<file path="src/rtl/pwm_pkg.sv">
package pwm_pkg;
  localparam int CTRL_W   = 32;
  localparam int EN_OFS   = 0;
  localparam int SM_OFS   = 8;
  localparam int TY_OFS   = 16;
  localparam int PO_OFS   = 24;
  localparam int A_CTRL   = 0;
  localparam int A_PEND   = 1;
  localparam int A_CH_BASE = 4;

  typedef enum logic [1:0] {
    F_PRE  = 2'd0,
    F_PER  = 2'd1,
    F_DUTY = 2'd2,
    F_RSV  = 2'd3
  } field_e;
endpackage

</file>
<file path="src/rtl/pwm_regs.sv">
module pwm_regs
  import pwm_pkg::*;
#(
  parameter int N_CH   = 4,
  parameter int PRE_W  = 3,
  parameter int CNT_W  = 24,
  parameter int ADDR_W = 5
) (
  input  logic                        clk_i,
  input  logic                        rst_ni,
  input  logic                        we_i,
  input  logic [ADDR_W-1:0]           addr_i,
  input  logic [CTRL_W-1:0]           wdata_i,
  output logic [CTRL_W-1:0]           rdata_o,
  input  logic [N_CH-1:0]             pend_i,
  output logic [CTRL_W-1:0]           ctrl_o,
  output logic [N_CH-1:0][PRE_W-1:0]  pre_o,
  output logic [N_CH-1:0][CNT_W-1:0]  per_o,
  output logic [N_CH-1:0][CNT_W-1:0]  duty_o
);
  function automatic logic [CTRL_W-1:0] lane_bits(input int ofs);
    logic [CTRL_W-1:0] r;
    r = '0;
    for (int n = 0; n < N_CH; n++) r[ofs+n] = 1'b1;
    return r;
  endfunction

  localparam logic [CTRL_W-1:0] CTRL_RST  = lane_bits(SM_OFS) | lane_bits(TY_OFS) | lane_bits(PO_OFS);
  localparam logic [CTRL_W-1:0] CTRL_MASK = CTRL_RST | lane_bits(EN_OFS);

  logic [CTRL_W-1:0]          ctrl_q;
  logic [N_CH-1:0][PRE_W-1:0] pre_q;
  logic [N_CH-1:0][CNT_W-1:0] per_q;
  logic [N_CH-1:0][CNT_W-1:0] duty_q;
  logic [N_CH-1:0]            ch_hit;
  field_e                     fld;
  logic                       ctrl_hit;
  logic                       pend_hit;

  assign fld      = field_e'(addr_i[1:0]);
  assign ctrl_hit = (addr_i == ADDR_W'(A_CTRL));
  assign pend_hit = (addr_i == ADDR_W'(A_PEND));

  always_comb begin
    for (int n = 0; n < N_CH; n++)
      ch_hit[n] = (addr_i[ADDR_W-1:2] == (ADDR_W-2)'(A_CH_BASE/4 + n));
  end

  always_ff @(posedge clk_i or negedge rst_ni) begin
    if (!rst_ni) begin
      ctrl_q <= CTRL_RST;
      pre_q  <= '0;
      per_q  <= '0;
      duty_q <= '0;
    end else if (we_i) begin
      if (ctrl_hit) ctrl_q <= wdata_i & CTRL_MASK;
      for (int n = 0; n < N_CH; n++) begin
        if (ch_hit[n]) begin
          case (fld)
            F_PRE:   pre_q[n]  <= wdata_i[PRE_W-1:0];
            F_PER:   per_q[n]  <= wdata_i[CNT_W-1:0];
            F_DUTY:  duty_q[n] <= wdata_i[CNT_W-1:0];
            default: ;
          endcase
        end
      end
    end
  end

  always_comb begin
    rdata_o = '0;
    if (ctrl_hit) rdata_o = ctrl_q;
    else if (pend_hit) rdata_o[N_CH-1:0] = pend_i;
    else begin
      for (int n = 0; n < N_CH; n++) begin
        if (ch_hit[n]) begin
          case (fld)
            F_PRE:   rdata_o = {{(CTRL_W-PRE_W){1'b0}}, pre_q[n]};
            F_PER:   rdata_o = {{(CTRL_W-CNT_W){1'b0}}, per_q[n]};
            F_DUTY:  rdata_o = {{(CTRL_W-CNT_W){1'b0}}, duty_q[n]};
            default: rdata_o = '0;
          endcase
        end
      end
    end
  end

  assign ctrl_o = ctrl_q;
  assign pre_o  = pre_q;
  assign per_o  = per_q;
  assign duty_o = duty_q;
endmodule

</file>
<file path="src/rtl/pwm_chan.sv">
module pwm_chan #(
  parameter int PRE_W = 3,
  parameter int CNT_W = 24
) (
  input  logic             clk_i,
  input  logic             rst_ni,
  input  logic             en_i,
  input  logic             smooth_i,
  input  logic [PRE_W-1:0] sh_pre_i,
  input  logic [CNT_W-1:0] sh_per_i,
  input  logic [CNT_W-1:0] sh_duty_i,
  output logic             pend_o,
  output logic             lvl_o
);
  logic             en_q;
  logic             pend_q;
  logic [PRE_W-1:0] act_pre, pc_q;
  logic [CNT_W-1:0] act_per, act_duty, cnt_q;
  logic             rise, tick, per_end, load, raw;

  assign rise    = en_i & ~en_q;
  assign tick    = (pc_q == act_pre);
  assign per_end = tick & ((act_per == '0) | (cnt_q == act_per - CNT_W'(1)));
  // a smooth rise that lands on a boundary loads in the same cycle
  assign load    = (rise & ~smooth_i) | ((pend_q | (rise & smooth_i)) & per_end);

  always_ff @(posedge clk_i or negedge rst_ni) begin
    if (!rst_ni) begin
      en_q     <= 1'b0;
      pend_q   <= 1'b0;
      act_pre  <= '0;
      act_per  <= '0;
      act_duty <= '0;
      pc_q     <= '0;
      cnt_q    <= '0;
    end else begin
      en_q <= en_i;
      if (load) begin
        act_pre  <= sh_pre_i;
        act_per  <= sh_per_i;
        act_duty <= sh_duty_i;
        pc_q     <= '0;
        cnt_q    <= '0;
        pend_q   <= 1'b0;
      end else begin
        if (rise & smooth_i) pend_q <= 1'b1;
        if (tick) begin
          pc_q  <= '0;
          cnt_q <= per_end ? '0 : cnt_q + CNT_W'(1);
        end else begin
          pc_q <= pc_q + PRE_W'(1);
        end
      end
    end
  end

  assign raw    = (act_per != '0) && (cnt_q < act_duty);
  assign lvl_o  = (~en_i & ~smooth_i) ? 1'b1 : raw;
  assign pend_o = pend_q;
endmodule

</file>
<file path="src/rtl/pwm_drive.sv">
module pwm_drive (
  input  logic lvl_i,
  input  logic pol_i,
  input  logic type_i,
  output logic pwm_o,
  output logic oe_o
);
  logic lvl;

  assign lvl   = pol_i ? lvl_i : ~lvl_i;
  assign pwm_o = type_i ? lvl : 1'b0;
  assign oe_o  = type_i ? 1'b1 : ~lvl;
endmodule

</file>
<file path="src/rtl/pwm_multi.sv">
module pwm_multi
  import pwm_pkg::*;
#(
  parameter int N_CH   = 4,
  parameter int PRE_W  = 3,
  parameter int CNT_W  = 24,
  parameter int ADDR_W = 5
) (
  input  logic              clk_i,
  input  logic              rst_ni,
  input  logic              we_i,
  input  logic [ADDR_W-1:0] addr_i,
  input  logic [31:0]       wdata_i,
  output logic [31:0]       rdata_o,
  output logic [N_CH-1:0]   pwm_o,
  output logic [N_CH-1:0]   oe_o
);
  logic [CTRL_W-1:0]          ctrl_q;
  logic [N_CH-1:0]            pend;
  logic [N_CH-1:0]            lvl;
  logic [N_CH-1:0][PRE_W-1:0] sh_pre;
  logic [N_CH-1:0][CNT_W-1:0] sh_per;
  logic [N_CH-1:0][CNT_W-1:0] sh_duty;

  pwm_regs #(
    .N_CH(N_CH), .PRE_W(PRE_W), .CNT_W(CNT_W), .ADDR_W(ADDR_W)
  ) u_regs (
    .clk_i   (clk_i),
    .rst_ni  (rst_ni),
    .we_i    (we_i),
    .addr_i  (addr_i),
    .wdata_i (wdata_i),
    .rdata_o (rdata_o),
    .pend_i  (pend),
    .ctrl_o  (ctrl_q),
    .pre_o   (sh_pre),
    .per_o   (sh_per),
    .duty_o  (sh_duty)
  );

  for (genvar i = 0; i < N_CH; i++) begin : g_ch
    pwm_chan #(.PRE_W(PRE_W), .CNT_W(CNT_W)) u_chan (
      .clk_i     (clk_i),
      .rst_ni    (rst_ni),
      .en_i      (ctrl_q[EN_OFS+i]),
      .smooth_i  (ctrl_q[SM_OFS+i]),
      .sh_pre_i  (sh_pre[i]),
      .sh_per_i  (sh_per[i]),
      .sh_duty_i (sh_duty[i]),
      .pend_o    (pend[i]),
      .lvl_o     (lvl[i])
    );

    pwm_drive u_drive (
      .lvl_i  (lvl[i]),
      .pol_i  (ctrl_q[PO_OFS+i]),
      .type_i (ctrl_q[TY_OFS+i]),
      .pwm_o  (pwm_o[i]),
      .oe_o   (oe_o[i])
    );
  end
endmodule

</file>
<file path="config.mk">
export PLATFORM = sky130hd
export DESIGN_NAME = pwm_multi
export DESIGN_NICKNAME = d
export VERILOG_FILES = /design/src/rtl/pwm_pkg.sv /design/src/rtl/pwm_regs.sv /design/src/rtl/pwm_chan.sv /design/src/rtl/pwm_drive.sv /design/src/rtl/pwm_multi.sv
export SDC_FILE = /design/constraint.sdc
export NUM_CORES = 1
export LEC_CHECK = 0
export CELL_PAD_IN_SITES_DETAIL_PLACEMENT = 0
export CELL_PAD_IN_SITES_GLOBAL_PLACEMENT = 1
export CORE_MARGIN = 2
export CORE_UTILIZATION = 45
export CTS_CLUSTER_DIAMETER = 100
export DETAILED_ROUTE_END_ITERATION = 7
export PLACE_DENSITY_LB_ADDON = 0.1
export SYNTH_ARGS = -nofsm -noshare
export SYNTH_HDL_FRONTEND = slang
export SYNTH_SLANG_ARGS = --single-unit
</file>
<file path="constraint.sdc">
create_clock -name clk_i -period 8.67 [get_ports clk_i]
set_input_delay 0.867 -clock clk_i [delete_from_list [all_inputs] [get_ports clk_i]]
set_output_delay 0.867 -clock clk_i [all_outputs]
set_load 0.01 [all_outputs]
</file>
# ---- Word-level counts from Yosys, hierarchy flattened
# Cells that the tools add are included.
dict set report op_classes {
  n_addsub 12
  order_cmp 4
  n_eq_ne 15
  mux 55
  bitwise_logic 56
  n_reduce_logical 35
}
# operator n
set ops {}
lappend ops {{2-to-1 mux 24 bit} 12}
lappend ops {{one-hot mux 24 bit (3 select lines)} 4}
lappend ops {{2-to-1 mux 32 bit} 5}
lappend ops {{adder 24 x 1 -> 24 bit, second input constant} 4}
lappend ops {{== test 24 bit} 4}
lappend ops {{logical NOT 24 bit} 4}
lappend ops {{less-than comparator 24 bit} 4}
lappend ops {{nonzero test 24 bit} 4}
lappend ops {{subtractor 24 x 1 -> 24 bit, second input constant} 4}
lappend ops {{AND reduction 3 bit} 12}
lappend ops {{2-to-1 mux 28 bit} 1}
lappend ops {{bitwise AND 1 bit} 24}
lappend ops {{2-to-1 mux 1 bit} 24}
lappend ops {{2-to-1 mux 3 bit} 8}
lappend ops {{inverter 1 bit} 20}
lappend ops {{nonzero test 2 bit} 8}
lappend ops {{adder 3 x 1 -> 3 bit, second input constant} 4}
lappend ops {{== test 3 bit} 4}
lappend ops {{OR 1 bit} 12}
lappend ops {{== test 3 x 2 -> 1 bit, second input constant} 2}
lappend ops {{== test 5 x 1 -> 1 bit, second input constant} 1}
lappend ops {{logical NOT 5 bit} 1}
lappend ops {{logical AND 1 bit} 4}
lappend ops {{2-to-1 mux 4 bit} 1}
lappend ops {{6 further kinds} 6}
dict set report word_totals {
  regBits 540
  input_bits 40
  output_inout_bits 40
}

# ---- Logic depth before layout (Yosys ltp)
dict set report depth {
  word_depth 8
  mapped_depth 13
}

# ---- Cells and area by module
# From an unflattened synthesis, not the netlist that was laid out.
dict set report hier_totals {
  cells_unflattened 2772
  hier_area_um2 31011.0
}
# mod instances cells_each area_each_um2
set by_module_without_submodules {}
lappend by_module_without_submodules {pwm_chan 4 501 5156.2}
lappend by_module_without_submodules {pwm_regs 1 756 10301.1}
lappend by_module_without_submodules {pwm_drive 4 3 21.3}

# ---- Worst setup path before layout
# OpenSTA, ideal clock, no wires.
dict set report synth_path {
  path_kind {register to register}
  startpoint {register g_ch[0].u_chan.act_per[8]}
  endpoint {register g_ch[0].u_chan.act_duty[0]}
  setup_time_ns 0.125
  arrival_ns 3.613
  required_ns 8.545
  setup_slack_ns 4.932
  path_stages_with_launch 12
  path_buffers 2
  period_less_slack_ns 3.738
  cell_sequence {dfrtp_1 > clkbuf_1 > or4_1 > nor4_2 > a21oi_1 > a31o_2 > a2111o_1 > nor4_2 > nor2_1 > nor3_4 > buf_4 > mux2_2}
}
dict set report synth_between {
  elab_chain_len 6
  elab_cells_between_ends 7
  cone_classes {1 x add/sub; 1 x eq/ne; 4 x bitwise; 1 x reduce/logical}
}
# item line_no
set synth_rtl {}
lappend synth_rtl {{start, declared} pwm_chan.sv:18} ;# logic [CNT_W-1:0] act_per, act_duty, cnt_q;
lappend synth_rtl {{start signal, assigned} pwm_chan.sv:40} ;# act_per <= sh_per_i;
lappend synth_rtl {{subtractor 24 x 1 -> 24 bit} pwm_chan.sv:23} ;# assign per_end = tick & ((act_per == '0) | (cnt_q == act_per - CNT_W'(1)));
lappend synth_rtl {{== test 24 bit} pwm_chan.sv:23}
lappend synth_rtl {{OR 1 bit *} pwm_chan.sv:23}
lappend synth_rtl {{bitwise AND 1 bit *} pwm_chan.sv:23}
lappend synth_rtl {{bitwise AND 1 bit *} pwm_chan.sv:25} ;# assign load = (rise & ~smooth_i) | ((pend_q | (rise & smooth_i)) & per_end);
lappend synth_rtl {{OR 1 bit *} pwm_chan.sv:25}
lappend synth_rtl {{end signal, assigned} pwm_chan.sv:41} ;# act_duty <= sh_duty_i;
lappend synth_rtl {{end, declared} pwm_chan.sv:18}
# Every way passes the cells marked *; elsewhere a longest branch is shown, timed or not.
# A chain may end at the register's enable or synchronous reset.

# ---- Worst setup path in the final report
dict set report layout_path {
  startpoint {input port addr_i[0]}
  endpoint {output port rdata_o[17]}
}
dict set report layout_between {
  elab_chain_len 8
  elab_cells_between_ends 15
  cone_classes {3 x eq/ne; 10 x mux; 2 x reduce/logical}
}
# item line_no
set layout_rtl {}
lappend layout_rtl {{start, declared} pwm_multi.sv:12} ;# input logic [ADDR_W-1:0] addr_i,
lappend layout_rtl {{== test 2 bit, or another cell as far along} pwm_regs.sv:77} ;# case (fld)
lappend layout_rtl {{one-hot mux 24 bit (3 select lines)} pwm_regs.sv:77}
lappend layout_rtl {{2-to-1 mux 32 bit (4 in series)} pwm_regs.sv:76} ;# if (ch_hit[n]) begin
lappend layout_rtl {{2-to-1 mux 28 bit} pwm_regs.sv:73} ;# else if (pend_hit) rdata_o[N_CH-1:0] = pend_i;
lappend layout_rtl {{2-to-1 mux 32 bit *} pwm_regs.sv:72} ;# if (ctrl_hit) rdata_o = ctrl_q;
lappend layout_rtl {{end, declared} pwm_multi.sv:14} ;# output logic [31:0] rdata_o,
# Marks and branches as above.

==> impl_metrics.ini <==
[final_layout]
layout_commonest_cell = dfrtp_1
nNetsFinal = 2907
mostFrequentLayoutCells = dfrtp_1, mux2_2, nor2_1
antennaDiodeCount = 0
fin_cells = 3664
area_delta_synth_final_pct = 12.2
drive_gt1_frac = 0.201

[setup_path]
ff2ff_path_depth = 13
r2r_slack_ps = 3520
end_kind = primary output
reg2reg_to = g_ch[3].u_chan.act_per[0]
worst_ep_arrival_time_ps = 4980
rr_startpoint = g_ch[3].u_chan.act_per[0]
worst-setup-path-type = in2out
critPathCapture = rdata_o[17]
critPathLaunchType = input port
crit_start = addr_i[0]
worstPathRequired_ps = 7800
cp_max_fo = 53

[route]
wl_per_cell_um = 23.3
route.antenna.remaining_nets = 0
routed_wl_mm = 85.3
drtIter0Drc = 1664
first_pass_iters = 7
drc = 0
viasPerCell = 5.87
via_count = 21514

[synthesis]
ys.flop_type = dfrtp_1
yosysSeqAreaShare = 0.459
synth_warnings = 0
synth_edf_count = 0
synth_area_mm2 = 0.0295
synthCells = 2730
avgSynthCellArea_um2 = 10.8
ys_seq_elements = 540
ys_types = 75
async_flop_share = 1.00

[floorplanning]
num_io_pins = 80
die_y_um = 260
core_mm2 = 0.0646
die_w_um = 260
rows = 93
start_util = 0.457
fp.dieArea_mm2 = 0.0676

[grt]
grt_max_degree = 177
antenna_found_initial = 1
grt.busiest_layer = met1
gr-usage-met1 = 0.375
grt_use_met3 = 0.0369
grt_pass1_vias = 21383
groute.usage.overall = 0.254
use_met2 = 0.372
grt_first_pass_wirelength_mm = 131
grt-ovfl-total = 0

[placement]
io_buffers = 71
dp_cells = 3553
gp_congestion = 0.903
dpl.hpwl_mm = 61.6

[timing]
whs_ps = 280
max_slew_margin = 0.135
period_minus_slack_ps = 5850
totalNegativeSetupSlack_ps = 0
final-max-slew-violation-count = 0
hold_viol_final = 0
final-setup-viol-count = 0
timing.fmax_ghz = 0.171
rsz0062_at_grt = false
period_share = 0.675
finClkSkew_ps = 22.7
max_slew.worst_pin.slew_ps = 1260

[clocking]
holdBufCountCts = 0
cts_num_sinks = 540
cts_buffer_depth = 3
cts_buffers = 59
cts_tree = done
root_buffer = clkbuf_16
clkTransAtPathRegs_ps = 60
cts_htree_levels = 2
postCtsSetupBuffers = 0
cts_resized = 0
clk_latency_ps = 630

[pwr]
p_per_area_mw_per_mm2 = 301
power.total_uw = 9950
vdd_drop_max_mv = 0.166
p_leak_uw = 0.0149

[worst_hold_path]
min_path_type = in2async

[run_status]
status = finished, final reports clean

[job]
maxCapViolCount = 0
==> cell families after synthesis <==
logic type,after synthesis,share of synthesized area
other,1,0.000127
DFF,540,0.459
adders and majority gates,108,0.0458
buffers and inverters,287,0.0393
xor gates and xnor gates,193,0.0573
and+or+nand+nor,715,0.125
muxes,422,0.160
AOI/OAI and AO/OA,464,0.114
==> area by class of cell <==
cell class | count | area (um^2)
clock buffers | 82 | 1640
fillers | 5773 | 31500
clock inverters | 29 | 357
multi-input cells | 1906 | 14900
repair buffers | 109 | 1040
well taps | 855 | 1070
flip-flops and latches | 540 | 13500
inverters | 143 | 537
==> layer usage <==
metal / up-vias / routed length [um] / share of wire
li1: 9994 / - / -
met5: - / 0 / 0
met4: 0 / 3420 / 0.040
met1: 10915 / 41300 / 0.48
met3: 125 / 4110 / 0.048
met2: 480 / 36500 / 0.43
==> metrics by stage <==
step                      utilization  area [um^2]  worst slack, ps
after global routing            0.512        33100             2720
after detailed placement        0.481        31100             2940
after CTS                       0.512        33100             2910
after floorplan                     -        29500             4930
after global placement          0.481        31100             2950
final                           0.512        33100             2820
==> sequential cells by signal, summed over array words and instances, names as in the netlist <==
name,count
g_ch.u_chan.act_duty,96
g_ch.u_chan.act_per,96
g_ch.u_chan.act_pre,12
g_ch.u_chan.cnt_q,96
g_ch.u_chan.en_q,4
g_ch.u_chan.pc_q,12
g_ch.u_chan.pend_o,4
u_regs.ctrl_o,16
u_regs.duty_o,96
u_regs.per_o,96
u_regs.pre_o,12
==> power breakdown <==
| group | internal [uW] | switching (uW) |
|---|---|---|
| combinational | 1570 | 1760 |
| clock | 1530 | 1060 |
| sequential | 3210 | 812 |
| total | 6310 | 3640 |
==> how the worst min path moves through the flow <==
stage	startpoint	end	depth (start not counted)
after CTS	rst_ni	g_ch[2].u_chan.cnt_q[6]	1
after detailed placement	g_ch[1].u_chan.act_duty[16]	g_ch[1].u_chan.act_duty[16]	1
after global placement	g_ch[2].u_chan.pc_q[0]	g_ch[2].u_chan.pc_q[0]	1
after global routing	rst_ni	g_ch[2].u_chan.cnt_q[6]	1
after floorplan	u_regs.ctrl_o[0]	g_ch[0].u_chan.en_q	0
final	rst_ni	g_ch[2].u_chan.cnt_q[6]	1
==> Yosys cell counts (22+ instances only) <==
library cell | n | area share
clkbuf_1 | 117 | 0.015
nand3_1 | 46 | 0.0078
nand2_1 | 139 | 0.018
mux2_2 | 382 | 0.15
o21ai_0 | 70 | 0.012
nor2_1 | 180 | 0.023
o31ai_1 | 32 | 0.0081
and3_1 | 41 | 0.0087
o221ai_1 | 24 | 0.0071
a21oi_1 | 46 | 0.0078
nand2b_1 | 22 | 0.0047
nor3_1 | 67 | 0.011
a22o_1 | 26 | 0.0077
nand4_1 | 55 | 0.012
xnor2_1 | 110 | 0.033
a22oi_1 | 78 | 0.020
dfrtp_1 | 528 | 0.45
buf_4 | 22 | 0.0056
nor4_1 | 37 | 0.0079
nor2b_1 | 24 | 0.0051
mux2i_1 | 24 | 0.0081
xor2_1 | 83 | 0.025
inv_1 | 143 | 0.018
a21o_1 | 49 | 0.012
ha_1 | 108 | 0.046
==> worst max-delay path, stage by stage <==
cell and delay, ps:
clkdlybuf4s50_1 1170, nor2b_4 850, buf_12 360, a22oi_1 180, a21oi_1 200, a211oi_1 120, o21ai_0 540, clkdlybuf4s50_1 650
Note: power is estimated with default switching activity, not from simulation.
